[config.mk]
export PLATFORM = sky130hd
export DESIGN_NAME = prescaled_capture_timer
export DESIGN_NICKNAME = d
export VERILOG_FILES = /design/src/rtl/tmr_pkg.sv /design/src/rtl/tmr_edge_sync.sv /design/src/rtl/tmr_tick_src.sv /design/src/rtl/tmr_count_core.sv /design/src/rtl/tmr_capture.sv /design/src/rtl/prescaled_capture_timer.sv
export SDC_FILE = /design/constraint.sdc
export NUM_CORES = 1
export LEC_CHECK = 0
export BUFFER_PORTS_ARGS = -buffer_cell sky130_fd_sc_hd__buf_2
export CAP_MARGIN = 15
export CORE_MARGIN = 2
export CORE_UTILIZATION = 45
export DETAILED_ROUTE_END_ITERATION = 7
export HOLD_SLACK_MARGIN = 0.05
export PLACE_DENSITY = 0.7
export SYNTH_ARGS = -nofsm -noshare
export SYNTH_HDL_FRONTEND = slang
export SYNTH_SLANG_ARGS = --single-unit
[constraint.sdc]
create_clock -name clk -period 2.3 [get_ports clk]
set_clock_uncertainty 0.2 [all_clocks]
set_input_delay 0.23 -clock clk [delete_from_list [all_inputs] [get_ports clk]]
set_output_delay 0.23 -clock clk [all_outputs]
set_load 0.02 [all_outputs]
[src/rtl/tmr_pkg.sv]
// Package: shared address codes and control-field positions for the timer.
// Assumes the bus width equals the counter width and the control byte
// carries run in its top bit and source select just below it.
package tmr_pkg;
    typedef enum logic {
        ADDR_COUNT = 1'b0,
        ADDR_CTRL  = 1'b1
    } tmr_addr_e;

    // Offsets of control flags counted down from the top bit
    localparam int RUN_FROM_TOP = 1;
    localparam int SRC_FROM_TOP = 2;
endpackage

[src/rtl/tmr_edge_sync.sv]
// Module: synchronizes an asynchronous input through STAGES flops and
// flags its rising edge for one clock. Assumes STAGES >= 2.
module tmr_edge_sync #(
    parameter int STAGES = 2
) (
    input  logic clk,
    input  logic rst_n,
    input  logic async_in,
    output logic rise
);
    logic [STAGES:0] shift_q;

    // Shift the input through the synchronizer plus one history stage
    always_ff @(posedge clk) begin
        if (!rst_n) shift_q <= '0;
        else        shift_q <= {shift_q[STAGES-1:0], async_in};
    end

    assign rise = shift_q[STAGES-1] & ~shift_q[STAGES];

    // a detected edge never lasts two cycles
    assert_rise_single_R6: assert property (@(posedge clk) disable iff (!rst_n)
        rise |=> !rise);
endmodule

[src/rtl/tmr_tick_src.sv]
// Module: produces the timer tick. A free-running DIV_W-bit counter gives
// one strobe per 2**DIV_W clocks; a synchronized event edge is the
// alternative source. The tick is gated by the run flag. Assumes DIV_W >= 2.
module tmr_tick_src #(
    parameter int DIV_W  = 4,
    parameter int STAGES = 2
) (
    input  logic clk,
    input  logic rst_n,
    input  logic run,
    input  logic use_event,
    input  logic event_in,
    output logic tick
);
    logic [DIV_W-1:0] div_q;
    logic             sys_tick;
    logic             evt_rise;

    // Free-running clock divider
    always_ff @(posedge clk) begin
        if (!rst_n) div_q <= '0;
        else        div_q <= div_q + 1'b1;
    end

    assign sys_tick = &div_q;

    tmr_edge_sync #(.STAGES(STAGES)) u_evt_sync (
        .clk      (clk),
        .rst_n    (rst_n),
        .async_in (event_in),
        .rise     (evt_rise)
    );

    assign tick = run & (use_event ? evt_rise : sys_tick);

    // the divider strobe is isolated
    assert_sys_strobe_R5: assert property (@(posedge clk) disable iff (!rst_n)
        sys_tick |=> !sys_tick);
endmodule

[src/rtl/tmr_count_core.sv]
// Module: holds the control byte and the reload value, and runs the
// prescaler and counter that step on each tick. A bus write takes priority
// over a tick in the same cycle. Assumes PRE_W <= CNT_W - 2.
module tmr_count_core
    import tmr_pkg::*;
#(
    parameter int PRE_W = 5,
    parameter int CNT_W = 8
) (
    input  logic             clk,
    input  logic             rst_n,
    input  logic             tick,
    input  logic             wr_count,
    input  logic             wr_ctrl,
    input  logic [CNT_W-1:0] wdata,
    output logic             run,
    output logic             use_event,
    output logic [CNT_W-1:0] count,
    output logic             irq
);
    localparam int RUN_BIT = CNT_W - RUN_FROM_TOP;
    localparam int SRC_BIT = CNT_W - SRC_FROM_TOP;

    logic [CNT_W-1:0] ctrl_q;
    logic [CNT_W-1:0] reload_q;
    logic [CNT_W-1:0] cnt_q;
    logic [PRE_W-1:0] pre_q;
    logic             irq_q;

    assign run       = ctrl_q[RUN_BIT];
    assign use_event = ctrl_q[SRC_BIT];
    assign count     = cnt_q;
    assign irq       = irq_q;

    // Prescaler/counter stepping, then bus writes override
    always_ff @(posedge clk) begin
        if (!rst_n) begin
            ctrl_q   <= '0;
            reload_q <= '0;
            cnt_q    <= '0;
            pre_q    <= '0;
            irq_q    <= 1'b0;
        end else begin
            irq_q <= 1'b0;
            if (tick) begin
                if (pre_q == '0) begin
                    pre_q <= ctrl_q[PRE_W-1:0];
                    if (cnt_q == '0) begin
                        cnt_q <= reload_q;
                        irq_q <= 1'b1;
                    end else begin
                        cnt_q <= cnt_q - 1'b1;
                    end
                end else begin
                    pre_q <= pre_q - 1'b1;
                end
            end
            if (wr_count) begin
                reload_q <= wdata;
                cnt_q    <= wdata;
            end
            if (wr_ctrl) begin
                ctrl_q <= wdata;
                if (!ctrl_q[RUN_BIT] && wdata[RUN_BIT])
                    pre_q <= wdata[PRE_W-1:0];
            end
        end
    end

    // the request is a single-cycle pulse
    assert_irq_pulse_R4: assert property (@(posedge clk) disable iff (!rst_n)
        irq_q |=> !irq_q);
    // while the request is high the counter sits at its reload value
    assert_irq_reload_R4: assert property (@(posedge clk) disable iff (!rst_n)
        irq_q |-> (cnt_q == reload_q));
    // a stopped timer holds its count unless the data address is written
    assert_stopped_hold_R7: assert property (@(posedge clk) disable iff (!rst_n)
        (!run && !wr_count) |=> $stable(cnt_q));
endmodule

[src/rtl/tmr_capture.sv]
// Module: copies the live count into a latch on a synchronized rising
// edge of the capture strobe.
module tmr_capture #(
    parameter int CNT_W  = 8,
    parameter int STAGES = 2
) (
    input  logic             clk,
    input  logic             rst_n,
    input  logic             capture_in,
    input  logic [CNT_W-1:0] count,
    output logic [CNT_W-1:0] latched
);
    logic cap_rise;
    logic [CNT_W-1:0] latch_q;

    tmr_edge_sync #(.STAGES(STAGES)) u_cap_sync (
        .clk      (clk),
        .rst_n    (rst_n),
        .async_in (capture_in),
        .rise     (cap_rise)
    );

    // Snapshot the count on a capture edge
    always_ff @(posedge clk) begin
        if (!rst_n)        latch_q <= '0;
        else if (cap_rise) latch_q <= count;
    end

    assign latched = latch_q;

    // without an edge the latch holds
    assert_latch_hold_R9: assert property (@(posedge clk) disable iff (!rst_n)
        !cap_rise |=> $stable(latch_q));
endmodule

[src/rtl/prescaled_capture_timer.sv]
// Module: top of the prescaled decrementing timer. Decodes the two-address
// byte bus, selects the tick source, runs the counter and exposes the
// capture latch on control-address reads. Read data is combinational.
module prescaled_capture_timer
    import tmr_pkg::*;
#(
    parameter int PRE_W  = 5,
    parameter int CNT_W  = 8,
    parameter int DIV_W  = 4,
    parameter int STAGES = 2
) (
    input  logic             clk,
    input  logic             rst_n,
    input  logic             bus_addr,
    input  logic             bus_wr,
    input  logic [CNT_W-1:0] bus_wdata,
    output logic [CNT_W-1:0] bus_rdata,
    input  logic             event_in,
    input  logic             capture_in,
    output logic             tick_irq
);
    logic             run;
    logic             use_event;
    logic             tick;
    logic [CNT_W-1:0] count;
    logic [CNT_W-1:0] latched;
    logic             wr_count;
    logic             wr_ctrl;

    assign wr_count = bus_wr && (bus_addr == ADDR_COUNT);
    assign wr_ctrl  = bus_wr && (bus_addr == ADDR_CTRL);

    tmr_tick_src #(.DIV_W(DIV_W), .STAGES(STAGES)) u_tick (
        .clk       (clk),
        .rst_n     (rst_n),
        .run       (run),
        .use_event (use_event),
        .event_in  (event_in),
        .tick      (tick)
    );

    tmr_count_core #(.PRE_W(PRE_W), .CNT_W(CNT_W)) u_core (
        .clk       (clk),
        .rst_n     (rst_n),
        .tick      (tick),
        .wr_count  (wr_count),
        .wr_ctrl   (wr_ctrl),
        .wdata     (bus_wdata),
        .run       (run),
        .use_event (use_event),
        .count     (count),
        .irq       (tick_irq)
    );

    tmr_capture #(.CNT_W(CNT_W), .STAGES(STAGES)) u_cap (
        .clk        (clk),
        .rst_n      (rst_n),
        .capture_in (capture_in),
        .count      (count),
        .latched    (latched)
    );

    // Read mux: the control address returns the capture latch
    always_comb begin
        bus_rdata = (bus_addr == ADDR_CTRL) ? latched : count;
    end
endmodule

==> results of run 1 <==
[cell type report]
cell class,instances,share of cell area
repair buffers,52,0.133
clock buffers,5,0.0251
well taps,67,0.0306
multi-input cells,190,0.450
inverters,8,0.0110
flip-flops and latches,47,0.345
clock inverters,3,0.00549
[logic make-up after synthesis]
group / Yosys count
adders and majority gates: 4
muxes: 20
buffers and inverters: 22
DFF: 47
AOI/OAI and AO/OA: 62
and+or+nand+nor: 101
xor gates and xnor gates: 3
[sequential cells by signal, indices dropped and copies added (netlist names)]
register and count:
u_core.reload_q 8, u_core.pre_q 5, u_tick.div_q 4, u_core.irq 1
u_cap.u_cap_sync.shift_q 3, u_tick.u_evt_sync.shift_q 3, u_core.count 8, u_cap.latched 8
u_core.ctrl_q 7
[power breakdown]
| group | internal [µW] | switching [µW] | total [µW] |
|---|---|---|---|
| Sequential | 848 | 28.6 | 877 |
| Combinational | 131 | 159 | 289 |
| Clock | 208 | 270 | 478 |
| Total | 1190 | 457 | 1640 |
[worst max-delay path by stage]
stage                                     from                            to  slack, ns  depth (start not counted)
detailed placement  u_core.pre_q[0]$_SDFF_PN0_  u_core.count[4]$_SDFFE_PN0P_      -0.02                          7
global route        u_core.pre_q[1]$_SDFF_PN0_  u_core.count[4]$_SDFFE_PN0P_      -0.08                          7
floorplan           u_core.pre_q[0]$_SDFF_PN0_  u_core.count[4]$_SDFFE_PN0P_       0.04                          8
finish              u_core.pre_q[1]$_SDFF_PN0_  u_core.count[4]$_SDFFE_PN0P_      -0.02                          7
global placement    u_core.pre_q[0]$_SDFF_PN0_  u_core.count[4]$_SDFFE_PN0P_       0.03                          7
CTS                 u_core.pre_q[0]$_SDFF_PN0_  u_core.count[4]$_SDFFE_PN0P_      0.007                          7
[timing repair]
action / CTS / global route
pin swaps: 0 / 6
buffers inserted: 0 / 4
gates cloned: 0 / 0
hold buffers: 10 / 0
setup endpoints to repair: 2 / 3
hold endpoints to repair: 22 / 0
resized for setup: 1 / 7
[worst max-delay path, cell delays in order, from the launching register on]
cell      delay, ns
dfxtp_2        0.33
inv_2          0.07
ha_4           0.14
or4b_4         0.47
a2111o_4       0.50
nor2_4         0.13
a31oi_1        0.08
a311o_1        0.28
[cell usage after synthesis (6+ instances only)]
cell type,number
nor2_1,19
o21ai_0,10
clkbuf_1,12
dfxtp_1,47
inv_1,8
nand3_1,12
mux2i_1,14
nand2_1,33
nor3_1,7
and2_1,7
mux2_2,6
a21oi_1,26
[per-layer routing]
layer	vias to the layer above	GRT usage	share of wire
met4	0	0.0813	0.014
met3	7	0.0298	0.054
met5	-	0	0
met2	52	0.333	0.45
li1	1016	-	-
met1	953	0.281	0.48
[metrics by stage]
step / hold WS, ns / cell area, µm² / total power (µW)
global route: 0.116 / 2740 / 1720
detailed placement: 0.225 / 2500 / 1160
finish: 0.0886 / 2740 / 1640
floorplan: 0.157 / 2240 / 1070
global placement: 0.224 / 2500 / 1150
CTS: 0.0863 / 2690 / 1640
[cells in the final DEF, fill, tap and decap left out, drive strengths merged, types with 2 or more instances in the layout]
master and count:
nand3 12, nand2 33, inv 8, nand2b 3, o2111ai 3, and2 7, or4b 3, nor3 7
clkinv 3, nor4 5, nor3b 2, buf 42, nor2 20, xnor2 2, o211ai 3, ha 4
nor2b 4, a31oi 5, o31ai 2, mux2 6, a311o 2, o21ai 12, mux2i 14, dlygate4sd3 10
clkbuf 5, dfxtp 47, a21oi 26
==> impl_metrics.json, run 1 <==
{
  "crit_type": "register to register",
  "wire_per_inst_um": 14.1,
  "root_buffer": "clkbuf_8",
  "slew_viol_final": 0,
  "synth_cell_type_count": 46,
  "coreArea_um2": 4750,
  "synth_seq_cells": 47,
  "postRouteAntennaNets": 0,
  "hold_end": "u_core.ctrl_q[3]$_SDFFE_PN0P_",
  "hold_path.class": "primary input to register",
  "num_rows": 25,
  "synthArstFlopShare": 0,
  "stdcell_count": 372,
  "cts_tree": "done",
  "cp_max_fo": 7,
  "required_ns": 2.29,
  "die_w_um": 74.5,
  "syn-num-nets": 277,
  "ff_latch_area_um2": 943,
  "ys.warnings.count": 0,
  "setup_slack_ns": -0.0188,
  "start_util": 0.471,
  "clock-sinks": 47,
  "antenna_found_initial": 0,
  "clock_latency_ns": 0.30,
  "drc": 0,
  "max_freq_mhz": 431,
  "relSlewSlack": 0.709,
  "fin_crit_ns": 2.32,
  "synthXorXnorAreaFrac": 0.0117,
  "reg2reg_to": "u_core.count[4]$_SDFFE_PN0P_",
  "synth_adder_area_share": 0.0223,
  "r2r_cells": 7,
  "synth_compound_area_frac": 0.190,
  "synth_top_area_share": 0.420,
  "grt_pass1_wl_mm": 8.80,
  "r2r_slack_ns": -0.02,
  "drv_cap": 0,
  "timing.setup.tns_ns": -0.0188,
  "clk_pin_slew_ns": 0.09,
  "grt_overflow": 0,
  "synth_top_family_by_area": "simple AND/OR/NAND/NOR gates",
  "dpl_worst_slack_ns": -0.0237,
  "fp.dieH_um": 74.5,
  "fin_crit_sh": 1.01,
  "ir_worst_vdd_mv": 0.399,
  "grt_usage": 0.207,
  "fillCellCount": 460,
  "n_antenna_cell": 0,
  "drt_pass1_iterations": 4,
  "grt_pass1_vias": 1908,
  "synth-simple-area-share": 0.226,
  "synth_top_area_cell": "dfxtp_1",
  "viasPerCell": 5.45,
  "dr.first_iter.drc_count": 101,
  "worst_slew_pin_slew_ns": 0.433,
  "vias": 2028,
  "rsz0062_at_grt": "yes",
  "syn2layout_area_growth_pct": 22.2,
  "syn_area_um2": 2240,
  "end_kind": "register",
  "syn_inst": 259,
  "io_buffer_count": 22,
  "fp.dieArea_um2": 5560,
  "violations": "setup timing",
  "r2r-start": "u_core.pre_q[1]$_SDFF_PN0_",
  "start_kind": "register",
  "hp-start": "bus_wr",
  "synth_area_leaders": "dfxtp_1, mux2i_1, a21oi_1",
  "place_congestion": 0.883,
  "p_leak_uw": 0.00110,
  "synth-seq-area-share": 0.420,
  "ioPinCount": 23,
  "outcome": "finished with violations",
  "p_per_area_nw_per_um2": 601,
  "whs_path_depth": 3,
  "finalHoldViolCount": 0,
  "cts_max_path_buffers": 2,
  "dp.final_hpwl_mm": 3.67,
  "worstPathArrival_ns": 2.31,
  "htreeDepth": 2,
  "routed_wl_mm": 5.24,
  "synth_mux_area_frac": 0.0927,
  "setup_violations": 1,
  "syn_avg_cell_area_um2": 8.65,
  "fin_util": 0.576,
  "numCtsBuffers": 5,
  "synth-edff-count": 0,
  "grt_max_degree": 23,
  "place_inst": 350,
  "dominantRegCellSynth": "dfxtp_1",
  "nets": 322,
  "multi_input_area_um2": 1230,
  "layout-drive-gt1-share": 0.226
}
No activity file was read; power rests on OpenSTA's default activity.
==> run 2: changes to the inputs <==
--- a/config.mk
+++ b/config.mk
@@ -7,7 +7,7 @@
 export LEC_CHECK = 0
 export BUFFER_PORTS_ARGS = -buffer_cell sky130_fd_sc_hd__buf_2
 export CAP_MARGIN = 15
-export CORE_MARGIN = 2
+export CORE_MARGIN = 4
 export CORE_UTILIZATION = 45
 export DETAILED_ROUTE_END_ITERATION = 7
 export HOLD_SLACK_MARGIN = 0.05
==> impl_metrics.json, run 2 (synthesized netlist as in run 1, its figures left out) <==
{
  "drv_cap": 0,
  "ff_latch_area_um2": 943,
  "end_kind": "register",
  "max_freq_mhz": 438,
  "slew_viol_final": 0,
  "pwr-share-seq": 0.521,
  "n_antenna_cell": 0,
  "grt_overflow": 0,
  "cts_max_path_buffers": 2,
  "relSlewSlack": 0.453,
  "cp_max_fo": 7,
  "grt.met2_usage": 0.275,
  "final_common_cell": "dfxtp_1",
  "power_frac_comb": 0.166,
  "p_per_area_nw_per_um2": 624,
  "vias": 2013,
  "grt_pass1_vias": 1839,
  "io_buffer_count": 22,
  "grt_pass1_wl_mm": 8.73,
  "mostFrequentLayoutCells": "dfxtp_1, nand2_1, a21oi_1",
  "postRouteAntennaNets": 0,
  "slowest_stage": "a2111o_4",
  "viasPerCell": 5.49,
  "gr-usage-met1": 0.242,
  "setup_slack_ns": 0.0156,
  "critical_path.top_delay_family": "compound AO/OA/AOI/OAI gates",
  "ir_worst_vdd_mv": 0.453,
  "drt_pass1_iterations": 4,
  "nets": 317,
  "root_buffer": "clkbuf_8",
  "fp.dieH_um": 78.5,
  "grt-busiest-layer": "met2",
  "dr.first_iter.drc_count": 139,
  "multi_input_area_um2": 1230,
  "path_cells": "inv_2 > ha_4 > or4b_4 > a2111o_4 > nor2_4 > a31oi_1 > a311o_1",
  "finalHoldViolCount": 0,
  "syn2layout_area_growth_pct": 21.0,
  "coreArea_um2": 4790,
  "start_kind": "register",
  "critPathBufInv": 1,
  "antenna_found_initial": 0,
  "numCtsBuffers": 5,
  "swShare": 0.277,
  "dpl_worst_slack_ns": -0.0157,
  "internal-power_uw": 1220,
  "crit_type": "register to register",
  "start_util": 0.468,
  "routed_wl_mm": 5.19,
  "clk_pin_slew_ns": 0.09,
  "p_leak_uw": 0.00107,
  "htreeDepth": 2,
  "fillCellCount": 432,
  "startpoint": "u_core.pre_q[1]$_SDFF_PN0_",
  "wire_per_inst_um": 14.1,
  "fin_crit_sh": 0.993,
  "cts_tree": "done",
  "num_rows": 25,
  "p_switching_uw": 469,
  "setup_violations": 0,
  "place_congestion": 0.895,
  "r2r-start": "u_core.pre_q[1]$_SDFF_PN0_",
  "ioPinCount": 23,
  "grt_max_degree": 23,
  "timing.setup.tns_ns": 0,
  "hp-start": "bus_wr",
  "r2r_slack_ns": 0.02,
  "cpPeakStageDelay_ns": 0.51,
  "design_area_um2": 2710,
  "drc": 0,
  "layout-drive-gt1-share": 0.213,
  "fin_util": 0.566,
  "clockPowerShare": 0.313,
  "clock_latency_ns": 0.30,
  "fp.dieArea_um2": 6170,
  "postPlaceCellArea_um2": 2480,
  "grt_usage": 0.176,
  "worst_slew_pin_slew_ns": 0.819,
  "worstPathArrival_ns": 2.28,
  "clock-sinks": 47,
  "met3_usage": 0.0298,
  "fin_crit_ns": 2.28,
  "outcome": "finished, final reports clean",
  "die_w_um": 78.5,
  "rsz0062_at_grt": "yes",
  "dp.final_hpwl_mm": 3.65,
  "hold_path.class": "primary input to register",
  "required_ns": 2.30
}
## run 2: cell count changes in the layout (fill, tap and decap cells not counted), sizes merged
cell / before / now
clkbuf: 5 / 6
clkinvlp: 0 / 1
clkinv: 3 / 1
buf: 42 / 37
## run 2: layout make-up
cell class              instances  share of cell area
multi-input cells             190               0.454
repair buffers                 47               0.119
well taps                      67              0.0309
clock inverters                 2             0.00600
inverters                       8              0.0111
clock buffers                   6              0.0305
flip-flops and latches         47               0.348
## run 2: path summary, 6_finish.rpt
check	endpoint	depth (start not counted)
setup / recovery	u_core.count[4]$_SDFFE_PN0P_	7
hold / removal	u_core.ctrl_q[3]$_SDFFE_PN0P_	3
setup reg to reg	u_core.count[4]$_SDFFE_PN0P_	7
hold reg to reg	u_cap.u_cap_sync.shift_q[1]$_SDFF_PN0_	1
## run 2: layer usage
| layer | up-vias | wire (µm) |
|---|---|---|
| met3 | 9 | 236 |
| met2 | 65 | 2360 |
| met4 | 0 | 98 |
| li1 | 1003 | - |
| met1 | 936 | 2490 |
| met5 | - | 0 |
## run 2: tightest hold or removal path: stages
cell and delay (ns):
buf_2 0.17, nand3_1 0.10, a21oi_1 0.05
## run 2: stage by stage
stage | total power [µW] | hold slack [ns] | cells
6_report | 1690 | 0.0886 | 367
5_1_grt | 1770 | 0.121 | 367
4_1_cts | 1690 | 0.0837 | 366
3_5_place_dp | 1150 | 0.226 | 348
3_3_place_gp | 1150 | 0.215 | 348
2_1_floorplan | 1070 | 0.157 | 259
## run 2: power by group through the flow
stage / combinational (µW) / sequential (µW) / clock (µW)
global route: 314 / 885 / 575
finish: 281 / 881 / 530
floorplan: 184 / 887 / 0
detailed placement: 256 / 898 / 0
global placement: 255 / 897 / 0
CTS: 272 / 879 / 544
## run 2: repair_timing
item,CTS,global route
buffers inserted,0,1
pin swaps,0,3
setup endpoints to repair,1,3
hold buffers,10,0
gates resized for setup,1,6
hold endpoints to repair,23,0
